**config.mk**
```make
export PLATFORM = sky130hd
export DESIGN_NAME = ep0_ctrl_seq
export DESIGN_NICKNAME = d
export VERILOG_FILES = /design/src/rtl/ep0_seq_pkg.sv /design/src/rtl/ep0_setup_cap.sv /design/src/rtl/ep0_rd_track.sv /design/src/rtl/ep0_cfg_flag.sv /design/src/rtl/ep0_ctrl_seq.sv
export SDC_FILE = /design/constraint.sdc
export NUM_CORES = 1
export LEC_CHECK = 0
export ABC_AREA = 1
export BUFFER_PORTS_ARGS = -buffer_cell sky130_fd_sc_hd__buf_2
export CAP_MARGIN = 20
export CELL_PAD_IN_SITES_DETAIL_PLACEMENT = 1
export CELL_PAD_IN_SITES_GLOBAL_PLACEMENT = 2
export CORE_MARGIN = 2
export CORE_UTILIZATION = 39
export CTS_CLUSTER_DIAMETER = 50
export CTS_CLUSTER_SIZE = 14
export DETAILED_ROUTE_END_ITERATION = 10
export GPL_TIMING_DRIVEN = 1
export PLACE_DENSITY_LB_ADDON = 0.1
export SKIP_CTS_REPAIR_TIMING = 1
export SYNTH_ARGS = -nofsm -noshare
export SYNTH_HDL_FRONTEND = slang
export SYNTH_HIERARCHICAL = 1
export SYNTH_SLANG_ARGS = --single-unit
```
**constraint.sdc**
```tcl
create_clock -name clk -period 10.1 [get_ports clk]
set_input_delay 1.515 -clock clk [delete_from_list [all_inputs] [get_ports clk]]
set_output_delay 1.515 -clock clk [all_outputs]
set_load 0.02 [all_outputs]
```
**src/rtl/ep0_seq_pkg.sv**
```systemverilog
package ep0_seq_pkg;
  typedef enum logic [2:0] {
    S_IDLE     = 3'd0,
    S_DATA     = 3'd1,
    S_STAT_OUT = 3'd2,
    S_STAT_IN  = 3'd3,
    S_HALT     = 3'd4
  } ep0_state_e;

  localparam logic [7:0] REQ_SET_CONFIG = 8'd9;
  localparam int unsigned SETUP_BYTES   = 8;
endpackage

```
**src/rtl/ep0_setup_cap.sv**
```systemverilog
module ep0_setup_cap
  import ep0_seq_pkg::*;
#(
  parameter int unsigned LEN_W = 16
) (
  input  logic             clk,
  input  logic             rst_n,
  input  logic             start,
  input  logic             vld,
  input  logic [7:0]       data,
  output logic             done,
  output logic             dir_in,
  output logic [7:0]       req_code,
  output logic [7:0]       val_lo,
  output logic [LEN_W-1:0] wlen
);
  localparam int unsigned CNT_W = $clog2(SETUP_BYTES);

  logic [CNT_W-1:0] cnt_q, cnt_d;
  logic             done_q, done_d;
  logic             dir_q;
  logic [7:0]       req_q, val_q, wl_lo_q, wl_hi_q;
  logic             cap_en;

  assign cap_en = vld && !start;

  always_comb begin
    cnt_d  = cnt_q;
    done_d = 1'b0;
    if (start) begin
      cnt_d = '0;
    end else if (vld) begin
      cnt_d  = cnt_q + 1'b1;
      done_d = (cnt_q == CNT_W'(SETUP_BYTES - 1));
    end
  end

  always_ff @(posedge clk or negedge rst_n) begin
    if (!rst_n) begin
      cnt_q  <= '0;
      done_q <= 1'b0;
    end else begin
      cnt_q  <= cnt_d;
      done_q <= done_d;
    end
  end

  always_ff @(posedge clk or negedge rst_n) begin
    if (!rst_n) begin
      dir_q   <= 1'b0;
      req_q   <= '0;
      val_q   <= '0;
      wl_lo_q <= '0;
      wl_hi_q <= '0;
    end else if (cap_en) begin
      case (cnt_q)
        CNT_W'(0): dir_q   <= data[7];
        CNT_W'(1): req_q   <= data;
        CNT_W'(2): val_q   <= data;
        CNT_W'(6): wl_lo_q <= data;
        CNT_W'(7): wl_hi_q <= data;
        default: ;
      endcase
    end
  end

  assign done     = done_q;
  assign dir_in   = dir_q;
  assign req_code = req_q;
  assign val_lo   = val_q;
  assign wlen     = LEN_W'({wl_hi_q, wl_lo_q});

  // a decode strobe only follows an accepted byte
  p_done_after_byte_r2: assert property (@(posedge clk) disable iff (!rst_n)
    done_q |-> $past(vld) && !$past(start));
endmodule

```
**src/rtl/ep0_rd_track.sv**
```systemverilog
module ep0_rd_track #(
  parameter int unsigned LEN_W   = 16,
  parameter int unsigned MAX_PKT = 8
) (
  input  logic             clk,
  input  logic             rst_n,
  input  logic             clr,
  input  logic             load,
  input  logic             step,
  input  logic [LEN_W-1:0] resp_len,
  input  logic [LEN_W-1:0] req_len,
  output logic [LEN_W-1:0] first_len,
  output logic [LEN_W-1:0] next_len,
  output logic             fin
);
  localparam logic [LEN_W-1:0] MPS = LEN_W'(MAX_PKT);

  logic [LEN_W-1:0] total_q, wl_q, sent_q, last_q;
  logic [LEN_W-1:0] total_in, sum, remain;

  assign total_in  = (resp_len < req_len) ? resp_len : req_len;
  assign first_len = (total_in > MPS) ? MPS : total_in;
  assign sum       = sent_q + last_q;
  assign remain    = total_q - sum;
  assign next_len  = (remain > MPS) ? MPS : remain;
  assign fin       = (sum == total_q) && ((total_q == wl_q) || (last_q != MPS));

  always_ff @(posedge clk or negedge rst_n) begin
    if (!rst_n) begin
      total_q <= '0;
      wl_q    <= '0;
      sent_q  <= '0;
      last_q  <= '0;
    end else if (clr) begin
      total_q <= '0;
      wl_q    <= '0;
      sent_q  <= '0;
      last_q  <= '0;
    end else if (load) begin
      total_q <= total_in;
      wl_q    <= req_len;
      sent_q  <= '0;
      last_q  <= first_len;
    end else if (step) begin
      sent_q  <= sum;
      last_q  <= next_len;
    end
  end

  // acknowledged bytes never pass the response length
  p_sent_bound_r7: assert property (@(posedge clk) disable iff (!rst_n)
    (sent_q <= total_q) && (last_q <= MPS));
endmodule

```
**src/rtl/ep0_cfg_flag.sv**
```systemverilog
module ep0_cfg_flag (
  input  logic       clk,
  input  logic       rst_n,
  input  logic       apply,
  input  logic [7:0] val_lo,
  input  logic       addressed,
  output logic       configured
);
  logic cfg_q, cfg_d;

  always_comb begin
    cfg_d = cfg_q;
    if (apply) begin
      if ((val_lo != 8'd0) && addressed && !cfg_q) cfg_d = 1'b1;
      else if ((val_lo == 8'd0) && cfg_q)           cfg_d = 1'b0;
    end
  end

  always_ff @(posedge clk or negedge rst_n) begin
    if (!rst_n) cfg_q <= 1'b0;
    else        cfg_q <= cfg_d;
  end

  assign configured = cfg_q;

  // the flag only moves on a set-configuration request
  p_cfg_moves_on_req_r6: assert property (@(posedge clk) disable iff (!rst_n)
    !$stable(cfg_q) |-> $past(apply));
endmodule

```
**src/rtl/ep0_ctrl_seq.sv**
```systemverilog
module ep0_ctrl_seq
  import ep0_seq_pkg::*;
#(
  parameter int unsigned LEN_W   = 16,
  parameter int unsigned MAX_PKT = 8
) (
  input  logic             clk,
  input  logic             rst_n,
  input  logic             setup_start,
  input  logic             setup_vld,
  input  logic [7:0]       setup_byte,
  input  logic [LEN_W-1:0] resp_len,
  input  logic             dev_addressed,
  input  logic             tx_ack,
  input  logic             tx_stall,
  input  logic             rx_ack,
  input  logic             rx_stall,
  output logic             tx_fifo_en,
  output logic             tx_fifo_clr,
  output logic [LEN_W-1:0] tx_len,
  output logic             rx_fifo_en,
  output logic             rx_fifo_clr,
  output logic             ep0_stall,
  output logic             configured
);
  localparam logic [LEN_W-1:0] MPS = LEN_W'(MAX_PKT);

  logic             dec, dir_in;
  logic [7:0]       req_code, val_lo;
  logic [LEN_W-1:0] wlen, first_len, next_len;
  logic             fin, rd_load, rd_step, cfg_apply;

  ep0_state_e       st_q, st_d;
  logic             dvalid_q, dvalid_d, dir_q, dir_d;
  logic             stall_q, stall_d;
  logic             txen_d, txclr_d, rxen_d, rxclr_d;
  logic             txen_q, txclr_q, rxen_q, rxclr_q;
  logic [LEN_W-1:0] txlen_q, txlen_d;

  ep0_setup_cap #(.LEN_W(LEN_W)) u_cap (
    .clk(clk), .rst_n(rst_n), .start(setup_start), .vld(setup_vld),
    .data(setup_byte), .done(dec), .dir_in(dir_in), .req_code(req_code),
    .val_lo(val_lo), .wlen(wlen)
  );

  ep0_rd_track #(.LEN_W(LEN_W), .MAX_PKT(MAX_PKT)) u_trk (
    .clk(clk), .rst_n(rst_n), .clr(setup_start), .load(rd_load),
    .step(rd_step), .resp_len(resp_len), .req_len(wlen),
    .first_len(first_len), .next_len(next_len), .fin(fin)
  );

  assign cfg_apply = dec && !setup_start && !dir_in && (wlen == '0) &&
                     (req_code == REQ_SET_CONFIG);

  ep0_cfg_flag u_cfg (
    .clk(clk), .rst_n(rst_n), .apply(cfg_apply), .val_lo(val_lo),
    .addressed(dev_addressed), .configured(configured)
  );

  assign rd_load = dec && !setup_start && dir_in;
  assign rd_step = !setup_start && !dec && (st_q == S_DATA) && !tx_stall &&
                   tx_ack && !(rx_ack && dvalid_q && !dir_q);

  always_comb begin
    st_d     = st_q;
    dvalid_d = dvalid_q;
    dir_d    = dir_q;
    stall_d  = stall_q;
    txlen_d  = txlen_q;
    txen_d   = 1'b0;
    txclr_d  = 1'b0;
    rxen_d   = 1'b0;
    rxclr_d  = 1'b0;
    if (setup_start) begin
      st_d     = S_IDLE;
      dvalid_d = 1'b0;
    end else if (dec) begin
      dvalid_d = 1'b1;
      dir_d    = dir_in;
      stall_d  = 1'b0;
      if (dir_in) begin
        st_d    = S_DATA;
        txen_d  = 1'b1;
        txlen_d = first_len;
      end else if (wlen != '0) begin
        st_d    = S_HALT;
        stall_d = 1'b1;
      end else begin
        st_d    = S_STAT_IN;
        txen_d  = 1'b1;
        txclr_d = 1'b1;
        txlen_d = '0;
      end
    end else if (rx_ack && dvalid_q && !dir_q) begin
      st_d    = S_HALT;
      rxclr_d = 1'b1;
      stall_d = 1'b1;
    end else begin
      case (st_q)
        S_DATA: begin
          if (tx_stall) begin
            st_d = S_IDLE;
          end else if (tx_ack) begin
            if (fin) begin
              st_d    = S_STAT_OUT;
              rxen_d  = 1'b1;
              rxclr_d = 1'b1;
            end else begin
              txen_d  = 1'b1;
              txlen_d = next_len;
            end
          end
        end
        S_STAT_OUT: if (rx_ack || rx_stall) st_d = S_IDLE;
        S_STAT_IN:  if (tx_ack || tx_stall) st_d = S_IDLE;
        default: ;
      endcase
    end
  end

  always_ff @(posedge clk or negedge rst_n) begin
    if (!rst_n) begin
      st_q     <= S_IDLE;
      dvalid_q <= 1'b0;
      dir_q    <= 1'b0;
      stall_q  <= 1'b0;
      txlen_q  <= '0;
      txen_q   <= 1'b0;
      txclr_q  <= 1'b0;
      rxen_q   <= 1'b0;
      rxclr_q  <= 1'b0;
    end else begin
      st_q     <= st_d;
      dvalid_q <= dvalid_d;
      dir_q    <= dir_d;
      stall_q  <= stall_d;
      txlen_q  <= txlen_d;
      txen_q   <= txen_d;
      txclr_q  <= txclr_d;
      rxen_q   <= rxen_d;
      rxclr_q  <= rxclr_d;
    end
  end

  assign tx_fifo_en  = txen_q;
  assign tx_fifo_clr = txclr_q;
  assign tx_len      = txlen_q;
  assign rx_fifo_en  = rxen_q;
  assign rx_fifo_clr = rxclr_q;
  assign ep0_stall   = stall_q;

  // a stalled endpoint arms no transmit packet
  p_stall_no_tx_r3: assert property (@(posedge clk) disable iff (!rst_n)
    ep0_stall |-> !tx_fifo_en);
  // a transmit clear only comes with a zero-length arm
  p_status_zlp_r4: assert property (@(posedge clk) disable iff (!rst_n)
    tx_fifo_clr |-> tx_fifo_en && (tx_len == '0));
  // packets never exceed the maximum size
  p_len_cap_r5: assert property (@(posedge clk) disable iff (!rst_n)
    tx_fifo_en |-> (tx_len <= MPS));
  // arming the receive side always clears it first
  p_rx_arm_clear_r8: assert property (@(posedge clk) disable iff (!rst_n)
    rx_fifo_en |-> rx_fifo_clr && !tx_fifo_en);
  // a STALL in the data stage is followed by no strobe
  p_stall_quiet_r10: assert property (@(posedge clk) disable iff (!rst_n)
    (st_q == S_DATA && tx_stall && !setup_start && !dec && !rx_ack) |=>
      !tx_fifo_en && !rx_fifo_en);
endmodule

```
Word-level counts from Yosys, hierarchy flattened
Index checks and enable logic that the tools add are counted.
{"block": "totals", "ff_bits": 128, "input_bits": 33, "out_inout_bits": 22, "word_cells": 164}
{"block": "op_classes", "n_addsub": 3, "n_lt_le_gt_ge": 3, "eq_ne": 19, "n_mux": 66, "n_bitwise": 1, "reduce_logical": 51}
{"cell": "16-bit two-way mux", "n": 21}
{"cell": "3-bit two-way mux", "n": 12}
{"cell": "16-bit == test", "n": 2}
{"cell": "16-bit by 4-bit greater-than comparator with 1-bit output, second input constant", "n": 2}
{"cell": "1-bit two-way mux", "n": 32}
{"cell": "1-bit logical AND", "n": 17}
{"cell": "16-bit adder", "n": 1}
{"cell": "16-bit logical NOT", "n": 1}
{"cell": "16-bit less-than comparator", "n": 1}
{"cell": "16-bit by 4-bit != test with 1-bit output, second input constant", "n": 1}
{"cell": "2-bit AND reduction", "n": 8}
{"cell": "16-bit nonzero test", "n": 1}
{"cell": "16-bit subtractor", "n": 1}
{"cell": "2-bit nonzero test", "n": 7}
{"cell": "6-bit by 4-bit != test with 1-bit output, second input constant", "n": 2}
{"cell": "5-bit by 4-bit != test with 1-bit output, second input constant", "n": 2}
{"cell": "3-bit by 2-bit == test with 1-bit output, second input constant", "n": 3}
{"cell": "3-bit case mux with 3 select lines", "n": 1}
{"cell": "8-bit by 4-bit == test with 1-bit output, second input constant", "n": 1}
{"cell": "8-bit logical NOT", "n": 1}
{"cell": "8-bit nonzero test", "n": 1}
{"cell": "1-bit logical NOT", "n": 7}
{"cell": "7-bit AND reduction", "n": 1}
{"cell": "3-bit by 1-bit == test with 1-bit output, second input constant", "n": 2}
{"cell": "other kinds (10)", "n": 15}

Longest topological paths before layout
Gate-level depths: netlist of the first run.
{"block": "logic_depth", "ltp_word": 10, "mapped_depth": 28, "mapped_depth_nobuf": 28}

Cells and area by module
Netlist of the first run, hierarchy kept.
{"module": "ep0_rd_track", "n_inst": 1, "cells_per_inst": 719, "area_each_um2": 5181.2, "seq_area_each_um2": 1601.5}
{"module": "ep0_setup_cap", "n_inst": 1, "cells_per_inst": 173, "area_each_um2": 1571.5, "seq_area_each_um2": 925.9}
{"module": "ep0_ctrl_seq", "n_inst": 1, "cells_per_inst": 210, "area_each_um2": 1462.7, "seq_area_each_um2": 650.6}
{"module": "ep0_cfg_flag", "n_inst": 1, "cells_per_inst": 10, "area_each_um2": 65.1, "seq_area_each_um2": 25.0}

Least setup slack after synthesis of the first run
OpenSTA, ideal clock, no wires.
{"block": "synth_timing", "path_kind": "flip-flop to flip-flop", "start": "reg u_trk.sent_q[0]", "end": "reg txlen_q[1], in the netlist tx_len[1]", "setup_ps": 117, "arrival_time_ps": 3681, "t_required_ps": 9983, "slack_ps": 6302, "path_stages_with_launch": 23, "path_buffers": 1, "period_less_slack_ps": 3798, "cell_sequence": "dfrtp_1 -> ha_1 -> fa_1 -> nand3_1 -> nand2_1 -> nand2_1 -> nand2_1 -> nand2_1 -> o21ai_1 -> a31oi_1 -> o21ai_1 -> xnor2_1 -> ha_1 -> nand2_1 -> inv_1 -> nand3_1 -> a2111oi_0 -> nor2_1 -> a21oi_1 -> a21oi_4 -> buf_4 -> nand3_1 -> nand2_1"}
{"block": "synth_between", "word_cells_on_any_way": 14, "cone_classes": "add/sub: 2; order compare: 1; eq/ne: 2; mux: 7; reduce/logical: 2"}
{"item": "start, declared", "line": "ep0_rd_track.sv:18", "rtl": "logic [LEN_W-1:0] total_q, wl_q, sent_q, last_q;"}
{"item": "start signal, assigned", "line": "ep0_rd_track.sv:45", "rtl": "sent_q <= sum;"}
{"item": "16-bit adder", "line": "ep0_rd_track.sv:23", "rtl": "assign sum = sent_q + last_q;"}
{"item": "16-bit == test", "line": "ep0_rd_track.sv:26", "rtl": "assign fin = (sum == total_q) && ((total_q == wl_q) || (last_q != MPS));"}
{"item": "1-bit logical AND", "line": "ep0_rd_track.sv:26"}
{"item": "net fin", "line": "ep0_ctrl_seq.sv:31", "rtl": "logic fin, rd_load, rd_step, cfg_apply;"}
{"item": "2-bit by 1-bit != test with 1-bit output (no source line)"}
{"item": "7-bit AND reduction (no source line)"}
{"item": "end signal, assigned", "line": "ep0_ctrl_seq.sv:137", "rtl": "txlen_q <= txlen_d;"}
{"item": "end, declared", "line": "ep0_ctrl_seq.sv:38", "rtl": "logic [LEN_W-1:0] txlen_q, txlen_d;"}
The timed path passes the listed nets, and every way through them passes these cells. The select of a mux whose other input is x is not followed.
A chain may end at the register's enable or synchronous reset.

Worst setup path in the final report of the first run
{"block": "layout_timing", "start": "reg u_trk.sent_q[0]", "end": "reg txlen_q[2], in the netlist tx_len[2]"}
Same word-level chain as after synthesis.

==> impl_metrics.ini, run 1 <==
[placement]
dp.cells = 1421
gp_congestion = 0.8335
post-dp-hpwl_um = 17980
numPortBuffers = 54

[clocking]
cts.sinks = 128
cts_made_buffers = 17
clkTransAtPathRegs_ns = 0.06
cts_buffer_depth = 2
cts_max_level = 4
cts_tree = yes
cts_root_buf = clkbuf_16
insertion_delay_ns = 0.42

[worst_hold_path]
hold_path_class = flip-flop to flip-flop

[drt]
route.detailed.drc = 0
drt-initial-drc-count = 227
wl_per_cell_um = 16.08
totalWireLength_um = 23370
num_vias = 7295
avgViaCountPerCell = 5.021
ant_nets = 0
dr.pass1.iters = 4

[global_routing]
overflow = 0
grt_pass1_wl_um = 39090
grt_max_degree = 69
grt_antenna_before_repair = 0
track_usage = 0.2221
grt_pass1_vias = 7544

[timing]
fin_skew_ns = 0.01372
hold_viol = 0
rsz0062_at_grt = false
slew_headroom = 0.3705
finalSetupTns_ns = 0
maxSlewViolCount = 0
fin_hold_ws_ns = 0.4679
finalSetupViolations = 0
min_period_ns = 4.315
fmax_mhz = 231.7
worst_pin_slew_ns = 0.9433
fin_crit_sh = 0.4272

[final_layout]
synthToLayoutAreaGrowth_pct = 12.07
fin_cells = 1453
layout.nets = 1250
antenna_cells = 0
drive_above_1_share = 0.1171
final_common_cell = nand2_1
final_cell_mix = nand2_1, dfrtp_1, inv_1
fill_cells = 2700

[critical_path]
max_stage_delay_ns = 0.46
start_kind = flip-flop
crit_chain = ha_1, fa_1, nand3_1, nand2_1, nand2_1, nand2_1, nand2_1, o21ai_1, a31oi_1, o21ai_1, xnor2_1, ha_1, nand2_1, inv_1, nand3_1, a2111oi_0, buf_4, nor2_1, a21oi_1, a21oi_4, nand2_4, nand2_1, nand2_1
crit_fanout = 17
crit_type = flip-flop to flip-flop
arrival_ns = 4.61
crit_path_top_delay_cell = fa_1
critPathRequiredTime_ns = 10.40
critical_path.top_delay_family = simple AND/OR/NAND/NOR gates
path_buf_inv = 2
end_kind = flip-flop
path_common_cell = nand2_1

[logic_synthesis]
syn_area_um2 = 8280
syn_inst = 1112
async_flop_share = 1.000
synth-edff-count = 0
ys_ff_latch = 128
yosys.cell_types.count = 43
syn_avg_cell_area_um2 = 7.446
ys_seq_area_frac = 0.3868
synth_flop_cell = dfrtp_1
yosys_warnings = 6

[power_and_ir_drop]
power_frac_clock = 0.454
power_mw = 1.364
vdd.ir_drop.worst_mv = 0.08963
p_sw_uw = 412.1
combPwrFrac = 0.138
internal_power_uw = 952.0
p_leak_nw = 5.137
p_seq_frac = 0.408
switching_share = 0.3021
powerDensity_nw_per_um2 = 147.0

[outcome]
status = complete, no violations

[floorplanning]
core_um2 = 20960
start_util = 0.3952
die-area_um2 = 22410
num_rows = 53
dieWidth_um = 149.7
fp.dieH_um = 149.7
ios = 55

[flow_run]
maxCapViolations = 0
-- kinds of logic (layout without fill, tap and decap cells) --
| kind of cell | Yosys count | count (layout) | share of synthesized area |
|---|---|---|---|
| adders and majority gates | 52 | 52 | 0.08039 |
| buffers and inverters | 171 | 214 | 0.09580 |
| DFF | 128 | 128 | 0.3868 |
| AOI/OAI and AO/OA | 116 | 116 | 0.08054 |
| and+or+nand+nor | 617 | 617 | 0.3274 |
| xor gates and xnor gates | 27 | 27 | 0.02856 |
| other | 1 | 24 | 0.0004529 |
-- tightest hold or removal path, delay by kind of cell (launching register included) --
| kind | cells | cell delay (ns) |
|---|---|---|
| DFF | 1 | 0.34 |
| and+or+nand+nor | 2 | 0.10 |
-- layer usage --
| metal | up-vias | track usage | wire [µm] |
|---|---|---|---|
| li1 | 3645 | - | - |
| met1 | 3552 | 0.2988 | 11170 |
| met2 | 84 | 0.3823 | 11450 |
| met3 | 14 | 0.03049 | 549 |
| met4 | 0 | 0.04670 | 195 |
| met5 | - | 0 | 0 |
-- Yosys cell counts, types with 5 or more instances --
library cell,n,share of area
nand2_1,377,0.17
dfrtp_1,128,0.39
inv_1,118,0.053
nand3_1,89,0.054
nor2_1,71,0.032
ha_1,50,0.076
o21ai_0,36,0.022
a21oi_1,33,0.020
buf_4,26,0.024
o22ai_1,22,0.017
nand3b_1,19,0.017
nand2_2,18,0.014
xor2_1,16,0.017
nand4_1,12,0.0091
xnor2_1,11,0.012
clkbuf_1,10,0.0045
nor2_2,7,0.0053
o21ai_1,7,0.0042
inv_2,6,0.0027
a31oi_1,5,0.0038
buf_6,5,0.0068
nand2_4,5,0.0068
nor3_1,5,0.0030
-- power groups by stage --
| stage | registers (mW) | clock network (mW) | logic (mW) |
|---|---|---|---|
| finish | 0.556 | 0.620 | 0.188 |
| global placement | 0.565 | 0 | 0.188 |
| detailed placement | 0.566 | 0 | 0.191 |
| CTS | 0.557 | 0.634 | 0.192 |
| global route | 0.561 | 0.654 | 0.219 |
| floorplan | 0.557 | 0 | 0.141 |
-- cell type report --
| cell class | instances | area, µm² | share of cell area |
|---|---|---|---|
| Multi-Input combinational cell | 836 | 4370 | 0.4709 |
| Sequential cell | 128 | 3203 | 0.3452 |
| Inverter | 124 | 465.4 | 0.05016 |
| Clock buffer | 17 | 425.4 | 0.04584 |
| Timing Repair Buffer | 58 | 306.5 | 0.03303 |
| Tap cell | 275 | 344.1 | 0.03708 |
| Clock inverter | 15 | 165.2 | 0.01780 |
-- sequential cells by signal, summed over array words and instances, names as in the netlist --
register          count
tx_fifo_clr           1
dvalid_q              1
rx_fifo_clr           1
tx_len               16
u_trk/last_q         16
st_q                  3
rx_fifo_en            1
u_trk/wl_q           16
u_cap/wl_hi_q         8
ep0_stall             1
u_cap/cnt_q           3
u_trk/total_q        16
u_cap/done            1
u_cap/req_code        8
u_cap/dir_in          1
u_cap/val_lo          8
tx_fifo_en            1
u_trk/sent_q         16
u_cap/wl_lo_q         8
dir_q                 1
u_cfg/configured      1
-- worst paths after layout --
kind                                  from          endpoint  slack, ns  cells past startpoint
hold reg to reg                 tx_len[14]        tx_len[14]       0.47                      2
setup / recovery           u_trk/sent_q[0]         tx_len[2]       5.78                     23
max in group asynchronous            rst_n  u_trk/sent_q[15]       7.70                      2
setup reg to reg           u_trk/sent_q[0]         tx_len[2]       5.78                     23
hold / removal                  tx_len[14]        tx_len[14]       0.47                      2
min in group asynchronous            rst_n  u_trk/sent_q[11]       1.09                      1
-- metrics by stage --
step,cell area [µm²],utilization,worst slack (ns)
2_1_floorplan,8367,-,6.302
5_1_grt,9280,0.4429,5.384
4_1_cts,9280,0.4429,5.710
3_5_place_dp,8690,0.4147,5.767
6_report,9280,0.4429,5.785
3_3_place_gp,8690,0.4147,5.838
Note: power is estimated with default switching activity, not from simulation.
==> run 2, diff against run 1 <==
Settings changed: CORE_UTILIZATION 39 to 32.
Clock period 10.1 ns to 3.8 ns, I/O delays scaled along.
==> impl_metrics.ini, run 2 (synthesis gave the netlist of run 1 again) <==
[outcome]
status = complete, no violations

[power_and_ir_drop]
internal_power_mw = 2.623
p_leak_nw = 5.331
combPwrFrac = 0.151
power_mw = 3.756
powerDensity_nw_per_um2 = 380.7
switching_share = 0.3018
p_sw_mw = 1.134
power_frac_clock = 0.458
p_seq_frac = 0.391
vdd.ir_drop.worst_mv = 0.3259

[global_routing]
track_usage = 0.1916
grt_max_degree = 85
grt_pass1_vias = 7506
grt_pass1_wl_um = 40100
overflow = 0
grt_antenna_before_repair = 0

[critical_path]
crit_path_top_delay_cell = dfrtp_1
crit_start = u_trk/last_q[0]
end_kind = flip-flop
start_kind = flip-flop
crit_fanout = 3
crit_type = flip-flop to flip-flop
worstReg2RegStart = u_trk/last_q[0]
path_common_cell = nand2_1
max_stage_delay_ns = 0.39
critPathRequiredTime_ns = 4.16
arrival_ns = 4.07

[drt]
totalWireLength_um = 24760
drt-initial-drc-count = 301
dr.pass1.iters = 4
ant_nets = 0
avgViaCountPerCell = 4.688
route.detailed.drc = 0
wl_per_cell_um = 16.05
num_vias = 7233

[final_layout]
final_common_cell = nand2_1
drive_above_1_share = 0.1739
fill_cells = 3158
layout.nets = 1285
final_cell_mix = nand2_1, dfrtp_1, inv_1
antenna_cells = 0
fin_cells = 1543
postLayoutCellArea_um2 = 9866
utilization = 0.3895
synthToLayoutAreaGrowth_pct = 19.14

[timing]
hold_viol = 0
fin_crit_sh = 0.9751
fin_hold_ws_ns = 0.2245
worst_pin_slew_ns = 0.9436
rsz0062_at_grt = true
maxSlewViolCount = 0
finalSetupViolations = 0
fmax_mhz = 269.9
slew_headroom = 0.3703
min_period_ns = 3.705
fin_skew_ns = 0.01367

[clocking]
cts_tree = yes
cts.sinks = 128
cts_root_buf = clkbuf_16
cts_max_level = 4
cts_buffer_depth = 2
cts_made_buffers = 17
clkTransAtPathRegs_ns = 0.06
insertion_delay_ns = 0.43

[floorplanning]
dieWidth_um = 164.9
core_um2 = 25330
ios = 55
die-area_um2 = 27180
fp.dieH_um = 164.9
start_util = 0.3269
num_rows = 58

[flow_run]
maxCapViolations = 0

[placement]
post-dp-hpwl_um = 18840
numPortBuffers = 54
placed_area_um2 = 8981
dp.cells = 1504
gp_congestion = 0.7839

[worst_hold_path]
hold_path_class = primary input to asynchronous set/reset pin
==> run 2: final cells by class <==
cell class | instances | area [µm²] | area share
multi-input combinational | 836 | 4603 | 0.4666
inverter | 124 | 465.4 | 0.04718
clock buffer | 18 | 429.2 | 0.04350
clock inverter | 14 | 170.2 | 0.01725
timing repair buffer | 93 | 581.8 | 0.05897
tap | 330 | 412.9 | 0.04185
sequential | 128 | 3203 | 0.3247
==> run 2: power by group through the flow <==
stage / sequential, mW / clock, mW / combinational (mW)
after detailed placement: 1.49 / 0 / 0.563
after floorplan: 1.48 / 0 / 0.375
after global routing: 1.48 / 1.83 / 0.657
final: 1.47 / 1.72 / 0.568
after CTS: 1.47 / 1.77 / 0.565
after global placement: 1.49 / 0 / 0.555
==> run 2: worst paths after layout <==
path                                    end  slack, ns  cells past startpoint
setup / recovery                  tx_len[2]       0.09                     29
hold / removal             u_trk/last_q[11]       0.22                      1
setup reg to reg                  tx_len[2]       0.09                     29
hold reg to reg             u_cap/val_lo[3]       0.47                      2
max in group asynchronous       tx_fifo_clr       2.84                      2
min in group clk           u_cfg/configured       0.40                      3
==> run 2: critical path, delay by kind of cell (launching register included) <==
| kind | cells | cell delay (ns) |
|---|---|---|
| and+or+nand+nor | 18 | 1.38 |
| adders and majority gates | 3 | 0.84 |
| AOI/OAI and AO/OA | 4 | 0.60 |
| DFF | 1 | 0.39 |
| buffers and inverters | 3 | 0.25 |
| xor gates and xnor gates | 1 | 0.18 |
==> run 2: metrics by stage <==
step / setup TNS (ns) / worst slack [ns]
floorplan: 0 / 0.002254
global placement: -3.676 / -0.2011
detailed placement: -4.591 / -0.2518
CTS: -4.846 / -0.2637
global route: -2.546 / -0.1886
finish: 0 / 0.09473
==> run 2: per-layer routing <==
metal / wire length, µm / vias to the layer above / global-route usage
met1: 12190 / 3461 / 0.2591
met2: 11770 / 57 / 0.3188
met3: 487 / 12 / 0.03516
met5: 0 / - / 0
li1: - / 3703 / -
met4: 316 / 0 / 0.04348
